File: config.mk
export PLATFORM = sky130hd
export DESIGN_NAME = pkt_parser
export DESIGN_NICKNAME = d
export VERILOG_FILES = /design/src/rtl/pkt_parser_pkg.sv /design/src/rtl/pkt_crc8.sv /design/src/rtl/pkt_len_cnt.sv /design/src/rtl/pkt_parser.sv
export SDC_FILE = /design/constraint.sdc
export NUM_CORES = 1
export LEC_CHECK = 0
export ABC_AREA = 1
export BUFFER_PORTS_ARGS = -buffer_cell sky130_fd_sc_hd__buf_2
export CAP_MARGIN = 5
export CORE_MARGIN = 1
export CORE_UTILIZATION = 55
export CTS_CLUSTER_SIZE = 20
export DETAILED_ROUTE_END_ITERATION = 6
export PLACE_DENSITY = 0.77
export SYNTH_ARGS = -nofsm -noshare
export SYNTH_HDL_FRONTEND = slang
export SYNTH_SLANG_ARGS = --single-unit
File: constraint.sdc
create_clock -name clk -period 1.8 [get_ports clk]
set_clock_uncertainty 0.05 [all_clocks]
set_input_delay 0.36 -clock clk [delete_from_list [all_inputs] [get_ports clk]]
set_output_delay 0.36 -clock clk [all_outputs]
set_load 0.01 [all_outputs]
File: src/rtl/pkt_parser_pkg.sv
package pkt_parser_pkg;

   typedef enum logic [2:0] {
      ST_SYNC0 = 3'd0,
      ST_SYNC1 = 3'd1,
      ST_CMD   = 3'd2,
      ST_LEN   = 3'd3,
      ST_PAY   = 3'd4,
      ST_CHK   = 3'd5,
      ST_END0  = 3'd6,
      ST_END1  = 3'd7
   } pkt_state_t;

   typedef enum logic [1:0] {
      ERR_NONE = 2'd0,
      ERR_SYNC = 2'd1,
      ERR_CRC  = 2'd2,
      ERR_END  = 2'd3
   } pkt_err_t;

endpackage

File: src/rtl/pkt_crc8.sv
module pkt_crc8 #(
   parameter int          W         = 8,
   parameter logic [W-1:0] POLY     = 8'h07,
   parameter logic [W-1:0] INIT     = 8'h00,
   parameter bit          MSB_FIRST = 1'b1
) (
   input  logic         clk,
   input  logic         rst_n,
   input  logic         clr,
   input  logic         upd,
   input  logic [W-1:0] din,
   output logic [W-1:0] crc
);

   logic [W-1:0] nxt;

   generate
      if (W < 2) begin : g_bad_w
         $error("pkt_crc8: W must be at least 2");
      end

      if (MSB_FIRST) begin : g_msb
         always_comb begin
            logic [W-1:0] r;
            r = crc ^ din;
            for (int i = 0; i < W; i++) begin
               if (r[W-1]) r = {r[W-2:0], 1'b0} ^ POLY;
               else        r = {r[W-2:0], 1'b0};
            end
            nxt = r;
         end
      end else begin : g_lsb
         logic [W-1:0] poly_rev;
         always_comb begin
            for (int i = 0; i < W; i++) poly_rev[i] = POLY[W-1-i];
         end
         always_comb begin
            logic [W-1:0] r;
            r = crc ^ din;
            for (int i = 0; i < W; i++) begin
               if (r[0]) r = {1'b0, r[W-1:1]} ^ poly_rev;
               else      r = {1'b0, r[W-1:1]};
            end
            nxt = r;
         end
      end
   endgenerate

   always_ff @(posedge clk or negedge rst_n) begin
      if (!rst_n)   crc <= INIT;
      else if (clr) crc <= INIT;
      else if (upd) crc <= nxt;
   end

   // a clear always lands on the initial value
   p_clear_init_r7: assert property (@(posedge clk) disable iff (!rst_n)
      clr |=> (crc == INIT));

endmodule

File: src/rtl/pkt_len_cnt.sv
module pkt_len_cnt #(
   parameter int LEN_W = 8
) (
   input  logic             clk,
   input  logic             rst_n,
   input  logic             load,
   input  logic [LEN_W-1:0] load_val,
   input  logic             dec,
   output logic [LEN_W-1:0] remain,
   output logic             last
);

   generate
      if (LEN_W < 1) begin : g_bad_len
         $error("pkt_len_cnt: LEN_W must be positive");
      end
   endgenerate

   always_ff @(posedge clk or negedge rst_n) begin
      if (!rst_n)    remain <= '0;
      else if (load) remain <= load_val;
      else if (dec)  remain <= remain - 1'b1;
   end

   assign last = (remain == {{(LEN_W-1){1'b0}}, 1'b1});

   // the payload count never wraps below zero
   p_no_underflow_r5: assert property (@(posedge clk) disable iff (!rst_n)
      dec |-> (remain != '0));

endmodule

File: src/rtl/pkt_parser.sv
module pkt_parser
   import pkt_parser_pkg::*;
#(
   parameter int             DATA_W    = 8,
   parameter int             LEN_W     = 8,
   parameter logic [7:0]     SYNC0     = 8'hAB,
   parameter logic [7:0]     SYNC1     = 8'hCD,
   parameter logic [7:0]     END0      = 8'hE1,
   parameter logic [7:0]     END1      = 8'hE2,
   parameter logic [7:0]     CRC_POLY  = 8'h07,
   parameter logic [7:0]     CRC_INIT  = 8'h00,
   parameter bit             CRC_MSB_FIRST = 1'b1
) (
   input  logic        clk,
   input  logic        rst_n,
   input  logic        in_valid,
   input  logic [7:0]  in_byte,
   output logic        cmd_valid,
   output logic [7:0]  cmd_byte,
   output logic        pl_valid,
   output logic [7:0]  pl_byte,
   output logic        done,
   output logic        err_valid,
   output logic [1:0]  err_code
);

   localparam int MAX_LEN = (1 << LEN_W) - 1;

   generate
      if (DATA_W != 8) begin : g_bad_data
         $error("pkt_parser: DATA_W must be 8");
      end
      if (LEN_W > DATA_W) begin : g_bad_lenw
         $error("pkt_parser: LEN_W cannot exceed DATA_W");
      end
      if (MAX_LEN < 1) begin : g_bad_max
         $error("pkt_parser: length range empty");
      end
   endgenerate

   pkt_state_t       st_q, st_d;
   logic             crc_clr, crc_upd;
   logic [7:0]       crc_val;
   logic             cnt_load, cnt_dec, cnt_last;
   logic [LEN_W-1:0] cnt_rem;

   logic             cmd_v_d, pl_v_d, done_d, err_v_d;
   pkt_err_t         err_c_d;

   pkt_crc8 #(
      .W         (8),
      .POLY      (CRC_POLY),
      .INIT      (CRC_INIT),
      .MSB_FIRST (CRC_MSB_FIRST)
   ) i_crc (
      .clk   (clk),
      .rst_n (rst_n),
      .clr   (crc_clr),
      .upd   (crc_upd),
      .din   (in_byte),
      .crc   (crc_val)
   );

   pkt_len_cnt #(
      .LEN_W (LEN_W)
   ) i_cnt (
      .clk      (clk),
      .rst_n    (rst_n),
      .load     (cnt_load),
      .load_val (in_byte[LEN_W-1:0]),
      .dec      (cnt_dec),
      .remain   (cnt_rem),
      .last     (cnt_last)
   );

   always_comb begin
      st_d     = st_q;
      crc_clr  = 1'b0;
      crc_upd  = 1'b0;
      cnt_load = 1'b0;
      cnt_dec  = 1'b0;
      cmd_v_d  = 1'b0;
      pl_v_d   = 1'b0;
      done_d   = 1'b0;
      err_v_d  = 1'b0;
      err_c_d  = ERR_NONE;
      if (in_valid) begin
         unique case (st_q)
            ST_SYNC0: begin
               if (in_byte == SYNC0) st_d = ST_SYNC1;
            end
            ST_SYNC1: begin
               if (in_byte == SYNC1) begin
                  st_d    = ST_CMD;
                  crc_clr = 1'b1;
               end else begin
                  err_v_d = 1'b1;
                  err_c_d = ERR_SYNC;
                  st_d    = (in_byte == SYNC0) ? ST_SYNC1 : ST_SYNC0;
               end
            end
            ST_CMD: begin
               cmd_v_d = 1'b1;
               crc_upd = 1'b1;
               st_d    = ST_LEN;
            end
            ST_LEN: begin
               crc_upd  = 1'b1;
               cnt_load = 1'b1;
               st_d     = (in_byte[LEN_W-1:0] == '0) ? ST_CHK : ST_PAY;
            end
            ST_PAY: begin
               pl_v_d  = 1'b1;
               crc_upd = 1'b1;
               cnt_dec = 1'b1;
               if (cnt_last) st_d = ST_CHK;
            end
            ST_CHK: begin
               if (in_byte == crc_val) begin
                  st_d = ST_END0;
               end else begin
                  err_v_d = 1'b1;
                  err_c_d = ERR_CRC;
                  st_d    = ST_SYNC0;
               end
            end
            ST_END0: begin
               if (in_byte == END0) begin
                  st_d = ST_END1;
               end else begin
                  err_v_d = 1'b1;
                  err_c_d = ERR_END;
                  st_d    = ST_SYNC0;
               end
            end
            ST_END1: begin
               if (in_byte == END1) begin
                  done_d = 1'b1;
               end else begin
                  err_v_d = 1'b1;
                  err_c_d = ERR_END;
               end
               st_d = ST_SYNC0;
            end
            default: st_d = ST_SYNC0;
         endcase
      end
   end

   always_ff @(posedge clk or negedge rst_n) begin
      if (!rst_n) begin
         st_q      <= ST_SYNC0;
         cmd_valid <= 1'b0;
         cmd_byte  <= '0;
         pl_valid  <= 1'b0;
         pl_byte   <= '0;
         done      <= 1'b0;
         err_valid <= 1'b0;
         err_code  <= ERR_NONE;
      end else begin
         st_q      <= st_d;
         cmd_valid <= cmd_v_d;
         pl_valid  <= pl_v_d;
         done      <= done_d;
         err_valid <= err_v_d;
         err_code  <= err_c_d;
         if (cmd_v_d) cmd_byte <= in_byte;
         if (pl_v_d)  pl_byte  <= in_byte;
      end
   end

   // success and failure never share a cycle
   p_done_err_excl_r9: assert property (@(posedge clk) disable iff (!rst_n)
      !(done && err_valid));

   // done is a single-cycle pulse
   p_done_pulse_r9: assert property (@(posedge clk) disable iff (!rst_n)
      done |=> !done);

   // an idle input cycle yields no output strobe
   p_idle_quiet_r10: assert property (@(posedge clk) disable iff (!rst_n)
      !in_valid |=> !(cmd_valid || pl_valid || done || err_valid));

   // an error strobe always carries a nonzero code
   p_err_coded_r3: assert property (@(posedge clk) disable iff (!rst_n)
      err_valid |-> (err_code != 2'd0));

   // at most one kind of strobe per cycle
   p_one_strobe_r4: assert property (@(posedge clk) disable iff (!rst_n)
      $onehot0({cmd_valid, pl_valid, done, err_valid}));

endmodule

==> flow_summary_export.csv, run 1 <==
group,metric,value,unit
sta,period_share,88.97,%
yosys,synth.area.top_cells,"dfrtp_1 43%, nand2_1 19%, nand3_1 5.3%",
routing,ant_nets,0,
routing,vias,2185,
global_route,met1_usage,38.16,%
sta,slew_viol_final,0,
sta,worstMarginPinSlew,0.5001,ns
sta,slew_headroom,66.66,%
clocking,cts_setup_buffers,0,
clocking,cts_buffers,5,
routing,wl_per_cell,13.02,um
place,gp_congestion,0.8686,
critical_path,reg2regPathDepth,8,
critical_path,critical_path_arrival,1.74,ns
run,maxCapViolCount,0,
final_layout,final_cell_mix,"119 x nand2_1, 41 x dfrtp_1, 33 x inv_1, 32 x buf_2, 25 x nand3_1",
pwr,p_per_area,1276,nW/um^2
global_route,grtUsageMet3,5.574,%
place,io_buffers,32,
routing,drc_errors,0,
final_layout,fillers,358,
global_route,busiest_layer,"met2",
worst_hold_path,hold_class,"input pin to async pin",
global_route,grt_pass1_vias,2057,
global_route,grt_max_degree,42,
critical_path,worstSetupEndpoint,"st_q[2]$_DFFE_PN0P_",
critical_path,endpoint_kind,"flop",
clocking,h-tree-depth,2,
sta,finalSetupViolCount,0,
pwr,leakage,0.001520,uW
critical_path,worstPathRequired,1.94,ns
routing,vias_per_cell,5.240,
final_layout,antenna_cells,0,
critical_path,rr_startpoint,"i_crc.crc[2]$_DFFE_PN0P_",
yosys,ys_ff_latch,41,
critical_path,crit_chain,"xor2_1 > inv_1 > ha_1 > and3_1 > nand3_1 > o21ai_0 > o21ai_0 > nand2_1",
floorplan,core,4058,sq um
critical_path,cpMostUsedCell,"o21ai_0",
critical_path,slowest_stage,"dfrtp_1",
final_layout,nNetsFinal,382,
final_layout,final_common_cell,"nand2_1",
critical_path,slowest_delay,0.40,ns
floorplan,die_y,67.52,um
critical_path,r2r_slack,0.20,ns
global_route,grt_use_total,28.00,%
final_layout,syn_to_final_growth,16.96,%
routing,drt_wl_total,5.429,mm
sta,tns,0,ns
clocking,ctsHoldBuffers,0,
routing,dr.pass1.iters,4,
critical_path,critical_path.startpoint,"i_crc.crc[2]$_DFFE_PN0P_",
global_route,grt_pass1_wl,9.363,mm
floorplan,ioPinCount,33,
final_layout,drive_gt1_share,17.71,%
global_route,gr-usage-met2,43.44,%
yosys,yosys_warnings,0,
sta,max_freq,624.5,MHz
yosys,synth.yosys.seq_area_share,43.46,%
clocking,cts_sinks,41,
sta,hold_violations,0,
place,hpwl,4.062,mm
floorplan,die-width,67.52,um
floorplan,start_util,58.19,%
pwr,vdd_drop_max,0.0008186,V
critical_path,cp_max_fo,2,
yosys,syn_avg_cell_area,7.310,sq um
critical_path,timing.rr.end,"st_q[2]$_DFFE_PN0P_",
yosys,synth_cells,323,
clocking,insertion_delay,0.30,ns
global_route,antenna_found_initial,0,
sta,rsz0062_at_grt,"no",
final_layout,final_cells,417,
critical_path,path_class,"flop to flop",
yosys,synthesis.nets,339,
clocking,cts.repair.resized,0,
clocking,clk_path_buf_depth,2,
yosys,post-synth-top-area-cell,"dfrtp_1",
sta,fin_crit,1.601,ns
clocking,cts_root_buffer,"clkbuf_8",
floorplan,die-area,4559,sq um
status,run_status,"finished, final reports clean",
routing,drt_first_iter_violations,168,
yosys,synth_top_area_share,43.46,%
clocking,clk_pin_slew_worst_paths,0.08,ns
clocking,cts_tree,"built",
critical_path,crit_path_start_kind,"flop",
floorplan,rows,23,
global_route,grt-ovfl-total,0,
yosys,synth_area,2361,sq um
place,placed_cells,409,
yosys,synth_cell_type_count,29,
[kinds of logic after synthesis]
family          share of synthesized area, %
buf+inv                                7.843
compound gates                         9.434
fa+ha+maj                              2.650
xor+xnor                               4.770
flops                                  43.46
simple gates                           31.85
[synth_stat cells]
cell type and number:
a21boi_1 1, a21oi_1 4, a22oi_1 1, a31oi_1 1, and3_1 1, buf_2 2
buf_6 2, clkbuf_2 1, clkinv_4 1, dfrtp_1 41, ha_1 5, inv_1 33
inv_2 4, nand2_1 120, nand2_2 4, nand3_1 25, nand4_1 3, nor2_1 22
nor2_2 3, nor4_1 2, o211ai_1 2, o21ai_0 24, o21ai_1 4, o221ai_1 3
or2_1 1, or2_2 1, xnor2_1 7, xnor2_2 1, xor2_1 4
[worst min path at each step]
stage / depth (start not counted) / end / slack (ns) / start
final: 2 / i_cnt.remain[7]$_DFFE_PN0P_ / 0.06 / rst_n
after global routing: 2 / i_cnt.remain[7]$_DFFE_PN0P_ / 0.13 / rst_n
after CTS: 2 / i_cnt.remain[7]$_DFFE_PN0P_ / 0.08 / rst_n
after detailed placement: 2 / i_cnt.remain[3]$_DFFE_PN0P_ / 0.41 / rst_n
after global placement: 2 / i_cnt.remain[3]$_DFFE_PN0P_ / 0.40 / rst_n
after floorplan: 0 / cmd_byte[0]$_DFFE_PN0P_ / 0.01 / rst_n
[power breakdown]
part           internal [uW]  switching, uW  total [uW]
logic                    553            788        1340
registers               1120            159        1280
clock network            558            344         902
[state kept, by name, summed over array words and instances (netlist names)]
signal        cells
err_code          2
pl_valid          1
i_crc.crc         8
st_q              3
done              1
cmd_valid         1
err_valid         1
cmd_byte          8
i_cnt.remain      8
pl_byte           8
[cell type report]
cell class / count / area [sq um] / share of cell area (%)
tap: 50 / 62.56 / 2.266
inverter: 38 / 147.6 / 5.347
multi-input combinational: 239 / 1160 / 42.00
sequential: 41 / 1026 / 37.15
clock inverter: 3 / 68.82 / 2.492
clock buffer: 5 / 68.82 / 2.492
timing repair buffer: 41 / 227.7 / 8.246
[layer usage]
metal | vias to the layer above | routed length (um)
li1 | 1116 | -
met1 | 997 | 2496
met2 | 66 | 2568
met3 | 6 | 296
met4 | 0 | 69
met5 | - | 0
[per-stage QoR]
stage	power [uW]	hold WS [ns]	util (%)	cell area, sq um	worst slack (ns)
floorplan	2221	0.01441	-	2361	0.2525
global placement	2565	0.4000	64.42	2614	0.1296
detailed placement	2606	0.4076	64.42	2614	0.06177
CTS	3525	0.08450	67.81	2751	0.1841
global route	3803	0.1256	68.05	2761	0.009413
finish	3522	0.06216	68.05	2761	0.1986
[worst max-delay path: cells and delay by family (launching register included)]
family                     cells  cell delay [ns]
DFF                            1             0.40
and+or+nand+nor                3             0.31
AOI/OAI and AO/OA              2             0.26
adders and majority gates      1             0.20
xor gates and xnor gates       1             0.19
buffers and inverters          1             0.08
(Power assumes the default switching activity.)
==> run 2: changes to the inputs <==
--- a/config.mk
+++ b/config.mk
@@ -12,6 +12,7 @@
 export CORE_UTILIZATION = 55
 export CTS_CLUSTER_SIZE = 20
 export DETAILED_ROUTE_END_ITERATION = 6
+export GPL_TIMING_DRIVEN = 0
 export PLACE_DENSITY = 0.77
 export SYNTH_ARGS = -nofsm -noshare
 export SYNTH_HDL_FRONTEND = slang
==> flow_summary_export.csv, run 2 (synthesis gave the netlist of run 1 again) <==
group,metric,value,unit
routing,drc_errors,0,
final_layout,final_cell_mix,"119 x nand2_1, 41 x dfrtp_1, 32 x inv_1, 32 x buf_2, 25 x nand3_1",
clocking,cts_tree,"built",
place,hpwl,3.852,mm
critical_path,slowest_stage,"dfrtp_1",
global_route,grt_pass1_wl,9.066,mm
global_route,grt-ovfl-total,0,
critical_path,crit_buf_inv,1,
clocking,cts_root_buffer,"clkbuf_8",
sta,slew_viol_final,0,
critical_path,worstPathRequired,1.92,ns
pwr,combPwrFrac,38.9,%
critical_path,slowest_delay,0.42,ns
final_layout,drive_gt1_share,16.62,%
routing,dr.pass1.iters,4,
routing,vias_per_cell,5.248,
final_layout,nNetsFinal,376,
critical_path,crit_chain,"xor2_2 > inv_2 > ha_1 > and3_1 > nand3_1 > o21ai_1 > o21ai_1 > nand2_1",
clocking,ctsHoldBuffers,0,
floorplan,ioPinCount,33,
final_layout,fillers,348,
pwr,netSwitchingPower,1240,uW
worst_hold_path,hold_class,"input pin to async pin",
clocking,cts_setup_buffers,0,
final_layout,final_cells,411,
final_layout,syn_to_final_growth,14.47,%
status,run_status,"finished, final reports clean",
sta,fin_crit,1.665,ns
place,io_buffers,30,
global_route,grt_max_degree,42,
sta,hold_slack,0.1483,ns
sta,hold_violations,0,
pwr,swShare,37.70,%
run,maxCapViolCount,0,
clocking,insertion_delay,0.29,ns
pwr,leakage,0.001477,uW
clocking,cts_buffers,5,
pwr,vdd_drop_max,0.0006976,V
global_route,antenna_found_initial,0,
floorplan,die_y,67.52,um
routing,wl_per_cell,12.87,um
clocking,cts.repair.resized,1,
pwr,clock_power_share,22.2,%
final_layout,antenna_cells,0,
routing,ant_nets,0,
routing,vias,2157,
critical_path,path_class,"flop to flop",
critical_path,cp_max_fo,4,
critical_path,endpoint_kind,"flop",
floorplan,core,4058,sq um
routing,drt_wl_total,5.290,mm
clocking,cts_sinks,41,
sta,finalSetupViolCount,0,
critical_path,critical_path_arrival,1.79,ns
place,placed_cells,403,
floorplan,die-area,4559,sq um
sta,worstMarginPinSlew,0.9186,ns
sta,period_share,92.49,%
floorplan,start_util,58.19,%
sta,rsz0062_at_grt,"no",
clocking,clk_pin_slew_worst_paths,0.08,ns
final_layout,final_common_cell,"nand2_1",
critical_path,cpMostUsedCell,"o21ai_1",
pwr,p_per_area,1217,nW/um^2
floorplan,rows,23,
routing,drt_first_iter_violations,150,
global_route,grt_pass1_vias,2021,
sta,tns,0,ns
sta,max_freq,600.7,MHz
clocking,h-tree-depth,2,
pwr,intPower,2049,uW
pwr,pwr-share-seq,38.9,%
critical_path,cp_top_family,"flip-flops",
global_route,grt_use_total,26.86,%
critical_path,crit_path_start_kind,"flop",
floorplan,die-width,67.52,um
clocking,clk_path_buf_depth,2,
sta,slew_headroom,38.76,%
place,gp_congestion,0.8553,
[run 2: worst paths after layout]
kind	cells past startpoint	from	slack (ns)	to
min in group clk	3	in_valid	0.37	err_code[0]$_DFF_PN0_
min	1	rst_n	0.15	i_cnt.remain[7]$_DFFE_PN0P_
max reg2reg	8	i_crc.crc[2]$_DFFE_PN0P_	0.14	st_q[1]$_DFFE_PN0P_
max	8	i_crc.crc[2]$_DFFE_PN0P_	0.14	st_q[1]$_DFFE_PN0P_
min reg2reg	2	pl_byte[6]$_DFFE_PN0P_	0.44	pl_byte[6]$_DFFE_PN0P_
max in group asynchronous	1	rst_n	0.97	st_q[0]$_DFFE_PN0P_
[run 2: cell type report]
| cell class | count | area (sq um) | area share (%) |
|---|---|---|---|
| inverters | 38 | 147.6 | 5.463 |
| flip-flops and latches | 41 | 1026 | 37.96 |
| clock buffers | 6 | 72.57 | 2.685 |
| clock inverters | 2 | 38.79 | 1.435 |
| well taps | 50 | 62.56 | 2.315 |
| plain buffers | 5 | 37.54 | 1.389 |
| multi-input cells | 239 | 1167 | 43.19 |
| repair buffers | 30 | 150.1 | 5.556 |
[run 2: layer usage]
metal / GRT usage [%] / share of wire, %
met3: 5.405 / 5.4
met4: 7.979 / 1.0
met2: 43.94 / 47
met5: 0 / 0
met1: 35.58 / 47
[run 2: power groups by stage]
stage / sequential [uW] / clock [uW] / combinational, uW
3_3_place_gp: 1280 / 0 / 1210
4_1_cts: 1270 / 747 / 1270
2_1_floorplan: 1310 / 0 / 912
6_report: 1280 / 730 / 1280
5_1_grt: 1310 / 778 / 1470
3_5_place_dp: 1290 / 0 / 1260
[run 2: metrics by stage]
step | instance area, sq um | total power (uW) | setup WS [ns] | utilization [%]
global route | 2703 | 3554 | 0.02393 | 66.61
finish | 2703 | 3288 | 0.1353 | 66.61
global placement | 2574 | 2494 | -0.1720 | 63.43
detailed placement | 2574 | 2546 | -0.2017 | 63.43
CTS | 2693 | 3290 | 0.02700 | 66.36
floorplan | 2361 | 2221 | 0.2525 | -
==> run 3: changes to the inputs <==
--- a/config.mk
+++ b/config.mk
@@ -8,12 +8,14 @@
 export ABC_AREA = 1
 export BUFFER_PORTS_ARGS = -buffer_cell sky130_fd_sc_hd__buf_2
 export CAP_MARGIN = 5
+export CELL_PAD_IN_SITES_DETAIL_PLACEMENT = 0
+export CELL_PAD_IN_SITES_GLOBAL_PLACEMENT = 1
 export CORE_MARGIN = 1
-export CORE_UTILIZATION = 55
-export CTS_CLUSTER_SIZE = 20
+export CORE_UTILIZATION = 41
+export CTS_CLUSTER_SIZE = 12
 export DETAILED_ROUTE_END_ITERATION = 6
 export GPL_TIMING_DRIVEN = 0
-export PLACE_DENSITY = 0.77
+export PLACE_DENSITY_LB_ADDON = 0.1
 export SYNTH_ARGS = -nofsm -noshare
 export SYNTH_HDL_FRONTEND = slang
 export SYNTH_SLANG_ARGS = --single-unit
==> constraint.sdc (replaced) <==
create_clock -name clk -period 1.8 [get_ports clk]
set_clock_uncertainty 0.05 [all_clocks]
set_input_delay 0.18 -clock clk [delete_from_list [all_inputs] [get_ports clk]]
set_output_delay 0.18 -clock clk [all_outputs]
set_load 0.01 [all_outputs]
==> flow_summary_export.csv, run 3 (synthesis gave the netlist of run 1 again) <==
group,metric,value,unit
floorplan,start_util,42.62,%
pwr,swShare,39.49,%
floorplan,die-area,6066,sq um
status,run_status,"complete, but fails checks",
critical_path,cp_top_family,"flip-flops",
place,hpwl,4.194,mm
critical_path,cpMostUsedCell,"o21ai_0",
sta,tns,0,ns
final_layout,final_common_cell,"nand2_1",
clocking,cts_buffers,5,
floorplan,rows,27,
global_route,antenna_found_initial,0,
critical_path,rr_startpoint,"i_crc.crc[2]$_DFFE_PN0P_",
pwr,p_per_area,1161,nW/um^2
routing,drt_wl_total,5.645,mm
final_layout,antenna_cells,0,
place,io_buffers,30,
routing,drc_errors,0,
critical_path,critical_path_arrival,1.77,ns
routing,wl_per_cell,13.01,um
clocking,insertion_delay,0.29,ns
sta,worstMarginPinSlew,0.9419,ns
global_route,grt_pass1_wl,9.535,mm
clocking,cts_root_buffer,"clkbuf_8",
critical_path,cp_max_fo,4,
critical_path,path_class,"flop to flop",
sta,hold_violations,41,
final_layout,final_cell_mix,"119 x nand2_1, 41 x dfrtp_1, 32 x inv_1, 32 x buf_2, 25 x nand3_1",
floorplan,ioPinCount,33,
pwr,total_power,3157,uW
critical_path,endpoint_kind,"flop",
sta,max_freq,611.3,MHz
final_layout,postLayoutCellArea,2720,sq um
place,gp_congestion,0.8404,
place,place_area,2601,sq um
global_route,grt-ovfl-total,0,
routing,dr.pass1.iters,4,
pwr,combPwrFrac,40.8,%
sta,hold_slack,-0.02361,ns
global_route,grt_use_total,20.58,%
sta,slew_viol_final,0,
global_route,grt_pass1_vias,1958,
clocking,h-tree-depth,2,
pwr,netSwitchingPower,1247,uW
clocking,cts_sinks,41,
pwr,vdd_drop_max,0.0004823,V
sta,fin_crit,1.636,ns
final_layout,drive_gt1_share,17.40,%
critical_path,slowest_delay,0.41,ns
sta,finalSetupViolCount,0,
floorplan,die-width,77.89,um
critical_path,worstPathRequired,1.93,ns
critical_path,crit_buf_inv,1,
floorplan,die_y,77.89,um
clocking,ctsHoldBuffers,0,
critical_path,slowest_stage,"dfrtp_1",
sta,rsz0062_at_grt,"no",
pwr,intPower,1911,uW
clocking,clk_path_buf_depth,2,
critical_path,crit_chain,"xor2_2 > inv_2 > ha_1 > and3_1 > nand3_1 > o21ai_0 > o21ai_0 > nand2_1",
run,maxCapViolCount,0,
sta,period_share,90.88,%
final_layout,final_util,49.10,%
pwr,clock_power_share,18.8,%
final_layout,nNetsFinal,377,
pwr,pwr-share-seq,40.4,%
clocking,cts_tree,"built",
status,violations,"negative hold slack",
floorplan,core,5540,sq um
routing,ant_nets,0,
worst_hold_path,hold_class,"input pin to async pin",
global_route,grt_max_degree,42,
critical_path,crit_path_start_kind,"flop",
pwr,leakage,0.001476,uW
routing,drt_first_iter_violations,68,
clocking,clk_pin_slew_worst_paths,0.08,ns
final_layout,syn_to_final_growth,15.21,%
routing,vias_per_cell,4.892,
critical_path,critical_path.startpoint,"i_crc.crc[2]$_DFFE_PN0P_",
sta,slew_headroom,37.21,%
routing,vias,2123,
==> run 3: final timing paths <==
check | endpoint | slack, ns | cells after the start
max | st_q[1]$_DFFE_PN0P_ | 0.16 | 8
min | cmd_byte[7]$_DFFE_PN0P_ | -0.02 | 1
max reg2reg | st_q[1]$_DFFE_PN0P_ | 0.16 | 8
min reg2reg | cmd_byte[5]$_DFFE_PN0P_ | 0.43 | 2
max in group asynchronous | i_cnt.remain[1]$_DFFE_PN0P_ | 1.14 | 1
min in group clk | err_code[0]$_DFF_PN0_ | 0.19 | 3
==> run 3: what timing repair did <==
action,CTS,global route
buffers inserted,0,1
gates resized for setup,0,6
setup endpoints to repair,0,10
==> run 3: layer usage <==
metal | wire, um | up-vias | track usage [%]
met1 | 2728 | 974 | 26.02
met4 | 64 | 0 | 6.415
met2 | 2627 | 42 | 35.13
met3 | 225 | 5 | 4.118
li1 | - | 1102 | -
met5 | 0 | - | 0
==> run 3: area by class of cell <==
type                       instances  area [sq um]
tap                               72         90.09
clock buffer                       5         68.82
timing repair buffer              31         157.7
multi-input combinational        239          1175
inverter                          38         147.6
sequential                        41          1026
fill                             577          2820
buffer                             5         37.54
clock inverter                     3         17.52
==> run 3: power groups by stage <==
stage          clock, uW  combinational [uW]  sequential [uW]
3_5_place_dp           0                1270             1290
6_report             592                1290             1280
3_3_place_gp           0                1250             1280
5_1_grt              654                1500             1300
2_1_floorplan          0                 912             1310
4_1_cts              623                1280             1270
==> run 3: per-stage QoR <==
| stage | setup WS, ns | hold slack (ns) | std cells |
|---|---|---|---|
| after floorplan | 0.2525 | -0.1656 | 323 |
| after global placement | 0.03719 | 0.3365 | 425 |
| after detailed placement | -0.03130 | 0.3279 | 425 |
| after CTS | 0.007679 | 0.003480 | 433 |
| after global routing | 0.02252 | 0.05064 | 434 |
| final | 0.1641 | -0.02361 | 434 |
